File: src/rtl/cmd_resp_rx_pkg.sv
package cmd_resp_rx_pkg;

  typedef enum logic [1:0] {
    RT_NONE      = 2'd0,
    RT_SHORT_CRC = 2'd1,
    RT_LONG      = 2'd2,
    RT_SHORT_RAW = 2'd3
  } respType_e;

  typedef enum logic [1:0] {
    ST_IDLE,
    ST_WAIT,
    ST_RECV
  } rxState_e;

  // strobes from control to datapath
  typedef struct packed {
    logic flush;
    logic storeBit;
    logic crcUpd;
    logic pushWord;
  } rxStrobe_t;

  localparam int SHORT_BITS = 48;
  localparam int LONG_BITS  = 136;
  localparam int LONG_SKIP  = 8;
  localparam int CRC_W      = 7;
  localparam logic [CRC_W-1:0] CRC_POLY = 7'h09;

  function automatic logic [CRC_W-1:0] crc7Step(input logic [CRC_W-1:0] c, input logic b);
    logic fb;
    fb = b ^ c[CRC_W-1];
    return {c[CRC_W-2:0], 1'b0} ^ (fb ? CRC_POLY : '0);
  endfunction

endpackage

File: src/rtl/cmd_resp_rx_fifo.sv
module cmd_resp_rx_fifo #(
  parameter int DW    = 16,
  parameter int DEPTH = 8
) (
  input  logic          clk,
  input  logic          rstN,
  input  logic          flush,
  input  logic          wrEn,
  input  logic [DW-1:0] wrData,
  input  logic          rdEn,
  output logic [DW-1:0] rdData
);
  localparam int PW = (DEPTH > 1) ? $clog2(DEPTH) : 1;
  localparam int CW = $clog2(DEPTH + 1);
  localparam logic [PW-1:0] LAST_PTR = PW'(DEPTH - 1);
  localparam logic [CW-1:0] FULL_CNT = CW'(DEPTH);

  logic [DW-1:0] mem [DEPTH];
  logic [PW-1:0] wrPtr, rdPtr;
  logic [CW-1:0] cnt;
  logic          isEmpty, doPush, doPop;

  assign isEmpty = (cnt == '0);
  assign doPop   = rdEn && !isEmpty && !flush;
  assign doPush  = wrEn && !flush && ((cnt != FULL_CNT) || doPop);
  assign rdData  = isEmpty ? '0 : mem[rdPtr];

  always_ff @(posedge clk) begin
    if (doPush) mem[wrPtr] <= wrData;
  end

  always_ff @(posedge clk or negedge rstN) begin
    if (!rstN) begin
      wrPtr <= '0;
      rdPtr <= '0;
      cnt   <= '0;
    end else if (flush) begin
      wrPtr <= '0;
      rdPtr <= '0;
      cnt   <= '0;
    end else begin
      if (doPush) wrPtr <= (wrPtr == LAST_PTR) ? '0 : wrPtr + 1'b1;
      if (doPop)  rdPtr <= (rdPtr == LAST_PTR) ? '0 : rdPtr + 1'b1;
      case ({doPush, doPop})
        2'b10:   cnt <= cnt + 1'b1;
        2'b01:   cnt <= cnt - 1'b1;
        default: cnt <= cnt;
      endcase
    end
  end

  // a frame never needs more entries than the FIFO holds
  a_r12_no_overflow: assert property (@(posedge clk) disable iff (!rstN)
    (wrEn && !flush && !(rdEn && !isEmpty)) |-> (cnt != FULL_CNT));

  // empty FIFO reads as zero
  a_r10_empty_reads_zero: assert property (@(posedge clk) disable iff (!rstN)
    isEmpty |-> (rdData == '0));

  // pop of an empty FIFO leaves the pointers alone
  a_r10_pop_empty_holds: assert property (@(posedge clk) disable iff (!rstN)
    (rdEn && isEmpty && !wrEn && !flush) |=> (isEmpty && $stable(rdPtr)));

  // a flush leaves the FIFO empty
  a_r11_flush_empties: assert property (@(posedge clk) disable iff (!rstN)
    flush |=> isEmpty);

endmodule

File: src/rtl/cmd_resp_rx_dp.sv
module cmd_resp_rx_dp
  import cmd_resp_rx_pkg::*;
#(
  parameter int HW_W       = 16,
  parameter int FIFO_DEPTH = 8
) (
  input  logic            clk,
  input  logic            rstN,
  input  rxStrobe_t       strobe,
  input  logic            cmdBit,
  input  logic            popReq,
  output logic            crcMatch,
  output logic [HW_W-1:0] popData
);
  logic [HW_W-1:0]  shReg, shNext;
  logic [CRC_W-1:0] crcAcc;

  assign shNext   = {shReg[HW_W-2:0], cmdBit};
  // the CRC field sits just above the end bit once the last bit is shifted in
  assign crcMatch = (crcAcc == shNext[CRC_W:1]);

  always_ff @(posedge clk or negedge rstN) begin
    if (!rstN) begin
      shReg  <= '0;
      crcAcc <= '0;
    end else if (strobe.flush) begin
      shReg  <= '0;
      crcAcc <= '0;
    end else begin
      if (strobe.storeBit) shReg  <= shNext;
      if (strobe.crcUpd)   crcAcc <= crc7Step(crcAcc, cmdBit);
    end
  end

  cmd_resp_rx_fifo #(
    .DW   (HW_W),
    .DEPTH(FIFO_DEPTH)
  ) fifo_i (
    .clk   (clk),
    .rstN  (rstN),
    .flush (strobe.flush),
    .wrEn  (strobe.pushWord),
    .wrData(shNext),
    .rdEn  (popReq),
    .rdData(popData)
  );

  // CRC accumulation only ever happens on stored bits
  a_r4_crc_on_stored: assert property (@(posedge clk) disable iff (!rstN)
    strobe.crcUpd |-> strobe.storeBit);

endmodule

File: src/rtl/cmd_resp_rx_ctrl.sv
module cmd_resp_rx_ctrl
  import cmd_resp_rx_pkg::*;
#(
  parameter int HW_W     = 16,
  parameter int TO_W     = 8,
  parameter int TO_RESET = 255
) (
  input  logic            clk,
  input  logic            rstN,
  input  logic            cardClkEn,
  input  logic            cmdLine,
  input  logic            cmdSent,
  input  logic [1:0]      respType,
  input  logic            toWrEn,
  input  logic [TO_W-1:0] toWrData,
  input  logic            crcMatch,
  output rxStrobe_t       strobe,
  output logic            endResp,
  output logic            crcErr,
  output logic            timeoutErr
);
  localparam int IDX_W = $clog2(LONG_BITS);
  localparam int HB    = $clog2(HW_W);
  localparam logic [IDX_W-1:0] SHORT_LAST = IDX_W'(SHORT_BITS - 1);
  localparam logic [IDX_W-1:0] LONG_LAST  = IDX_W'(LONG_BITS - 1);
  localparam logic [IDX_W-1:0] SKIP_IDX   = IDX_W'(LONG_SKIP);
  localparam logic [TO_W-1:0]  TO_INIT    = TO_W'(TO_RESET);

  rxState_e        state;
  respType_e       newType;
  logic            isLong, chkCrc;
  logic [IDX_W-1:0] bitIdx, curIdx, lastIdx, skipIdx, covEnd;
  logic [HB-1:0]   payLow;
  logic [TO_W-1:0] waitCnt, toLimit;
  logic [TO_W:0]   nextWait;
  logic            waitHit, takeBit;
  logic            endQ, crcErrQ, toErrQ;

  assign newType = respType_e'(respType);

  always_comb begin
    lastIdx  = isLong ? LONG_LAST : SHORT_LAST;
    skipIdx  = isLong ? SKIP_IDX : '0;
    covEnd   = lastIdx - IDX_W'(CRC_W);
    curIdx   = (state == ST_RECV) ? bitIdx : '0;
    payLow   = HB'(curIdx - skipIdx);
    takeBit  = !cmdSent && cardClkEn &&
               (((state == ST_WAIT) && !cmdLine) || (state == ST_RECV));
    nextWait = {1'b0, waitCnt} + 1'b1;
    waitHit  = (nextWait >= {1'b0, toLimit});

    strobe.flush    = cmdSent;
    strobe.storeBit = takeBit && (curIdx >= skipIdx);
    strobe.crcUpd   = strobe.storeBit && (curIdx < covEnd);
    strobe.pushWord = strobe.storeBit && (payLow == '1);
  end

  always_ff @(posedge clk or negedge rstN) begin
    if (!rstN) begin
      state   <= ST_IDLE;
      isLong  <= 1'b0;
      chkCrc  <= 1'b0;
      bitIdx  <= '0;
      waitCnt <= '0;
      toLimit <= TO_INIT;
      endQ    <= 1'b0;
      crcErrQ <= 1'b0;
      toErrQ  <= 1'b0;
    end else begin
      endQ    <= 1'b0;
      crcErrQ <= 1'b0;
      toErrQ  <= 1'b0;
      if (toWrEn) toLimit <= toWrData;
      if (cmdSent) begin
        isLong  <= (newType == RT_LONG);
        chkCrc  <= (newType == RT_SHORT_CRC) || (newType == RT_LONG);
        waitCnt <= '0;
        bitIdx  <= '0;
        if (newType == RT_NONE) begin
          endQ  <= 1'b1;
          state <= ST_IDLE;
        end else begin
          state <= ST_WAIT;
        end
      end else if (cardClkEn) begin
        case (state)
          ST_WAIT: begin
            if (!cmdLine) begin
              state  <= ST_RECV;
              bitIdx <= IDX_W'(1);
            end else begin
              waitCnt <= nextWait[TO_W-1:0];
              if (waitHit) begin
                toErrQ <= 1'b1;
                endQ   <= 1'b1;
                state  <= ST_IDLE;
              end
            end
          end
          ST_RECV: begin
            if (bitIdx == lastIdx) begin
              endQ    <= 1'b1;
              crcErrQ <= chkCrc && !crcMatch;
              state   <= ST_IDLE;
            end else begin
              bitIdx <= bitIdx + 1'b1;
            end
          end
          default: ;
        endcase
      end
    end
  end

  assign endResp    = endQ;
  assign crcErr     = crcErrQ;
  assign timeoutErr = toErrQ;

  // a timeout always ends the response phase
  a_r8_timeout_ends: assert property (@(posedge clk) disable iff (!rstN)
    timeoutErr |-> endResp);

  // CRC errors only end a checked response
  a_r4_crc_err_ends: assert property (@(posedge clk) disable iff (!rstN)
    crcErr |-> (endResp && chkCrc && !timeoutErr));

  // unchecked types never flag a CRC error
  a_r6_raw_no_crc: assert property (@(posedge clk) disable iff (!rstN)
    !chkCrc |-> !crcErr);

  // the bit counter stays inside the selected frame
  a_r9_idx_bounds: assert property (@(posedge clk) disable iff (!rstN)
    (state == ST_RECV) |-> ((bitIdx != '0) && (bitIdx <= lastIdx)));

  // nothing is sampled while a command trigger is present
  a_r7_no_take_on_trigger: assert property (@(posedge clk) disable iff (!rstN)
    cmdSent |-> !(strobe.storeBit || strobe.pushWord));

endmodule

File: src/rtl/cmd_resp_rx.sv
module cmd_resp_rx
  import cmd_resp_rx_pkg::*;
#(
  parameter int HW_W       = 16,
  parameter int FIFO_DEPTH = 8,
  parameter int TO_W       = 8,
  parameter int TO_RESET   = 255
) (
  input  logic            clk,
  input  logic            rstN,
  input  logic            cardClkEn,
  input  logic            cmdLine,
  input  logic            cmdSent,
  input  logic [1:0]      respType,
  input  logic            toWrEn,
  input  logic [TO_W-1:0] toWrData,
  input  logic            popReq,
  output logic [HW_W-1:0] popData,
  output logic            endResp,
  output logic            crcErr,
  output logic            timeoutErr
);
  rxStrobe_t strobe;
  logic      crcMatch;

  cmd_resp_rx_ctrl #(
    .HW_W    (HW_W),
    .TO_W    (TO_W),
    .TO_RESET(TO_RESET)
  ) ctrl_i (
    .clk       (clk),
    .rstN      (rstN),
    .cardClkEn (cardClkEn),
    .cmdLine   (cmdLine),
    .cmdSent   (cmdSent),
    .respType  (respType),
    .toWrEn    (toWrEn),
    .toWrData  (toWrData),
    .crcMatch  (crcMatch),
    .strobe    (strobe),
    .endResp   (endResp),
    .crcErr    (crcErr),
    .timeoutErr(timeoutErr)
  );

  cmd_resp_rx_dp #(
    .HW_W      (HW_W),
    .FIFO_DEPTH(FIFO_DEPTH)
  ) dp_i (
    .clk     (clk),
    .rstN    (rstN),
    .strobe  (strobe),
    .cmdBit  (cmdLine),
    .popReq  (popReq),
    .crcMatch(crcMatch),
    .popData (popData)
  );

endmodule

File: config.mk
export PLATFORM = sky130hd
export DESIGN_NAME = cmd_resp_rx
export DESIGN_NICKNAME = d
export VERILOG_FILES = /design/src/rtl/cmd_resp_rx_pkg.sv /design/src/rtl/cmd_resp_rx_fifo.sv /design/src/rtl/cmd_resp_rx_dp.sv /design/src/rtl/cmd_resp_rx_ctrl.sv /design/src/rtl/cmd_resp_rx.sv
export SDC_FILE = /design/constraint.sdc
export NUM_CORES = 1
export LEC_CHECK = 0
export ABC_AREA = 1
export CORE_MARGIN = 2
export CORE_UTILIZATION = 55
export DETAILED_ROUTE_END_ITERATION = 8
export PLACE_DENSITY_LB_ADDON = 0.1
export SLEW_MARGIN = 30
export SYNTH_ARGS = -nofsm -noshare
export SYNTH_HDL_FRONTEND = slang
export SYNTH_SLANG_ARGS = --single-unit
File: constraint.sdc
create_clock -name clk -period 5.4 [get_ports clk]
set_input_delay 1.08 -clock clk [delete_from_list [all_inputs] [get_ports clk]]
set_output_delay 1.08 -clock clk [all_outputs]
set_load 0.005 [all_outputs]
==> results.txt <==
The worst path arrival time came out at 2.71 ns. The kind of path behind the tightest hold check is reg -> reg. The horizontal extent of the die is 128.6 um. Setup repair after global routing left no endpoint under its margin. The startpoint of the worst-slack reg-to-reg timing path is ctrl_i.state[0].

The clock tree root buffer cell is clkbuf_16. The worst setup path is captured at an output port. The final critical path time including I/O delays and setup is 3.793 ns. The vias per cell is 5.747. Of the available clock period, the critical path in the final layout requires 0.7023. The core footprint is 0.01520 mm2. The starting density of the core came out at 0.5621.

The number of hold-slack violations in the final timing report came out at 0. The finished cells cover 0.009739 mm2. At the later pin of the worst-skew pair, clock insertion delay measures 0.42 ns.

Of all cell types, the one taking the most synthesized area is edfxtp_1. The tree built by TritonCTS fans out to 191 sinks. The routability congestion estimate from global placement is 0.8974. The endpoint of the worst-slack reg-to-reg timing path is dp_i.fifo_i.mem[3][10]. The warning count from the yosys run came out at 0. The first-pass GRT wire length is 29950 um. The critical path starts at dp_i.fifo_i.rdPtr[0]. After clock tree synthesis, the clock-pin slew on the worst setup and hold paths is 0.06 ns.

The fraction of registers with async set/reset came out at 0.3298. In this run, the number of DRC markers left after iteration 0 of detailed routing was 677. In the final routed layout, each cell accounts on average for 17.73 um. The antenna diode count is 0. The overall die area came out at 0.01655 mm2. Counting every net in the synthesized netlist gives 854. The run finished with clean final reports.

The remaining max-slew budget at the tightest pin came out at 0.4871. The final layout contains 890 nets. The cell depth of the worst hold path is 2. The synthesis-to-finish area growth came out at 13.98%. TritonCTS built the clock tree.

For the final database, setup skew stands at 0.01125 ns. The setup slack of the critical path after layout came out at 1.607 ns. The commonest cells after synthesis are edfxtp_1, nor2_1, o21ai_0, nand2_1, inv_1. The count of H-tree levels built during CTS is 4. The placed wire-length estimate is 12060 um. The average size of a mapped cell came out at 10.50 um2. Summing over every cut layer, the via total after detailed routing is 6040. At the pin with the least slew margin, the transition time is 0.7694 ns. Post-CTS timing repair inserted 0 buffers for setup. Across every metal layer, demand over resource in global routing totals 0.2347. The post-detailed-routing wire length is 18630 um. The count of unique library cells instantiated by Yosys came out at 38. The height of the chip came out at 128.6 um.

For this run, the top clock speed supported by timing is 263.7 MHz. The summed instance area of the synthesized netlist is 0.008544 mm2. The setup total negative slack is 0 ns. The maximum fanout along the worst path came out at 64. The largest voltage drop on the vdd net is 0.1950 mV.

The total of flip-flops plus latches after synthesis is 191. The maximum number of pins on one net before global-route repair came out at 66. The number of pins exceeding their max-slew limit in the final report came out at 0. The leakage power came out at 3.850 nW. Once detail routing completed, the nets flagged for antenna violations numbered 0. The placed standard-cell area came out at 0.009141 mm2. The DRC violations left is 0. The critical path data required time came out at 4.32 ns. The flip-flop cell with the highest count after synthesis is edfxtp_1.

Dividing total power by cell area gives a power density of 314.0 mW/mm2. For this run, the register share of the synthesized area comes to 0.6355. The number of flops mapped to enable cells by yosys came out at 128. The post-placement setup slack is 1.279 ns. The number of cells on the worst reg-to-reg path came out at 13. The total congestion overflow came out at 0. The startpoint identified for the worst hold timing path is ctrl_i.chkCrc. STA classifies the critical path startpoint as a flop. The number of buffers inserted by hold repair at cts is 0. The number of gates resized after CTS was 0. The final worst hold slack is 0.4779 ns.

Among all cell types in the netlist, the one instantiated most often is edfxtp_1. The max capacitance violation total came out at 0. The final setup violation count is 0. The count of input and output buffers came out at 35.

The number of rows in the core area is 45. By area the synthesized netlist is led by edfxtp_1, dfrtp_1, o21ai_0. The maximum count of clock buffers along a single path is 2. The top-level port count is 36.

The number of cells produced by synthesis came out at 814. The most critical setup path has its endpoint at popData[0]. The share of synthesized area in the top cell type comes to 0.4498. The slack of the worst reg-to-reg path is 1.99 ns. The share of final-layout standard cells stronger than drive strength 1 came out at 0.09154. The number of global-route vias before repair came out at 6062.

The critical path in this run is classified as reg -> out. The total design power is 3.058 mW. The total clock buffers created by CTS came out at 17. The initial antenna violation count is 0. The number of iterations in the first detailed-routing pass came out at 5.
power by group:
group / total [mW] / switching, mW / internal [mW]
combinational: 0.152 / 0.0960 / 0.0559
sequential: 1.64 / 0.0383 / 1.60
clock: 1.27 / 0.505 / 0.766
total: 3.06 / 0.640 / 2.42
metrics by stage:
step,utilization,std cells
after floorplan,-,814
after global placement,0.6013,1019
after detailed placement,0.6013,1019
after CTS,0.6407,1051
after global routing,0.6407,1051
final,0.6407,1051
state kept, by name (all words and copies together), names as in the netlist, 2 cells and up:
register	cells
ctrl_i.bitIdx	8
ctrl_i.state	2
ctrl_i.toLimit	8
ctrl_i.waitCnt	8
dp_i.crcAcc	7
dp_i.fifo_i.cnt	4
dp_i.fifo_i.mem	128
dp_i.fifo_i.rdPtr	3
dp_i.fifo_i.wrPtr	3
dp_i.shReg	15
worst max-delay path, stage by stage (launching register included):
cell and delay, ns:
dfrtp_2 0.40, inv_1 0.11, buf_4 0.48, o21ai_0 0.18, o22ai_1 0.16, o21ai_0 0.10
a31oi_1 0.25, clkdlybuf4s50_1 0.55
placed cells by master (no fill, tap or decap), types with 6 or more instances in the layout:
cell type        synthesis  final
a21oi_1                 30     30
a31oi_1                 17     17
buf_4                    1     17
clkbuf_1                25      6
clkbuf_16                0     17
clkdlybuf4s50_1          0     34
dfrtp_1                 55     54
dfstp_2                  8      8
edfxtp_1               128    128
ha_1                    22     22
inv_1                   61     60
inv_2                    5      6
nand2_1                 99     99
nand3_1                 37     37
nor2_1                 120    120
nor3_2                   0      8
o21ai_0                115    115
o22ai_1                 23     23
xor2_1                  12     12
worst min path at each step:
stage	endpoint	slack [ns]
final	ctrl_i.chkCrc	0.48
after global placement	ctrl_i.chkCrc	0.46
after global routing	ctrl_i.chkCrc	0.51
after floorplan	ctrl_i.chkCrc	0.44
after detailed placement	ctrl_i.chkCrc	0.47
after CTS	ctrl_i.chkCrc	0.48
logic make-up after synthesis:
| family | Yosys count | share of synthesized area |
|---|---|---|
| XOR/XNOR | 16 | 0.01640 |
| AND/OR/NAND/NOR | 288 | 0.1426 |
| flip-flops | 191 | 0.6355 |
| adder cells (fa/ha/maj) | 23 | 0.03456 |
| multiplexers | 1 | 0.001318 |
| AO/OA/AOI/OAI | 194 | 0.1227 |
| buffers and inverters | 101 | 0.04686 |
final cells by class:
cell class                 instances  area [um2]
timing repair buffer              52       473.0
tap                              188       235.2
fill                            1204        5463
clock inverter                     6       108.9
clock buffer                      26       489.2
inverter                          66       247.7
multi-input combinational        522        2754
sequential                       191        5431
layer usage:
| metal | up-vias | part of all wire | global-route usage |
|---|---|---|---|
| met1 | 2946 | 0.42 | 0.2883 |
| met3 | 24 | 0.049 | 0.05073 |
| met4 | 0 | 0.013 | 0.07097 |
| met5 | - | 0 | 0 |
| met2 | 173 | 0.52 | 0.4177 |
| li1 | 2897 | - | - |
Power figures use the tool's default switching activity.
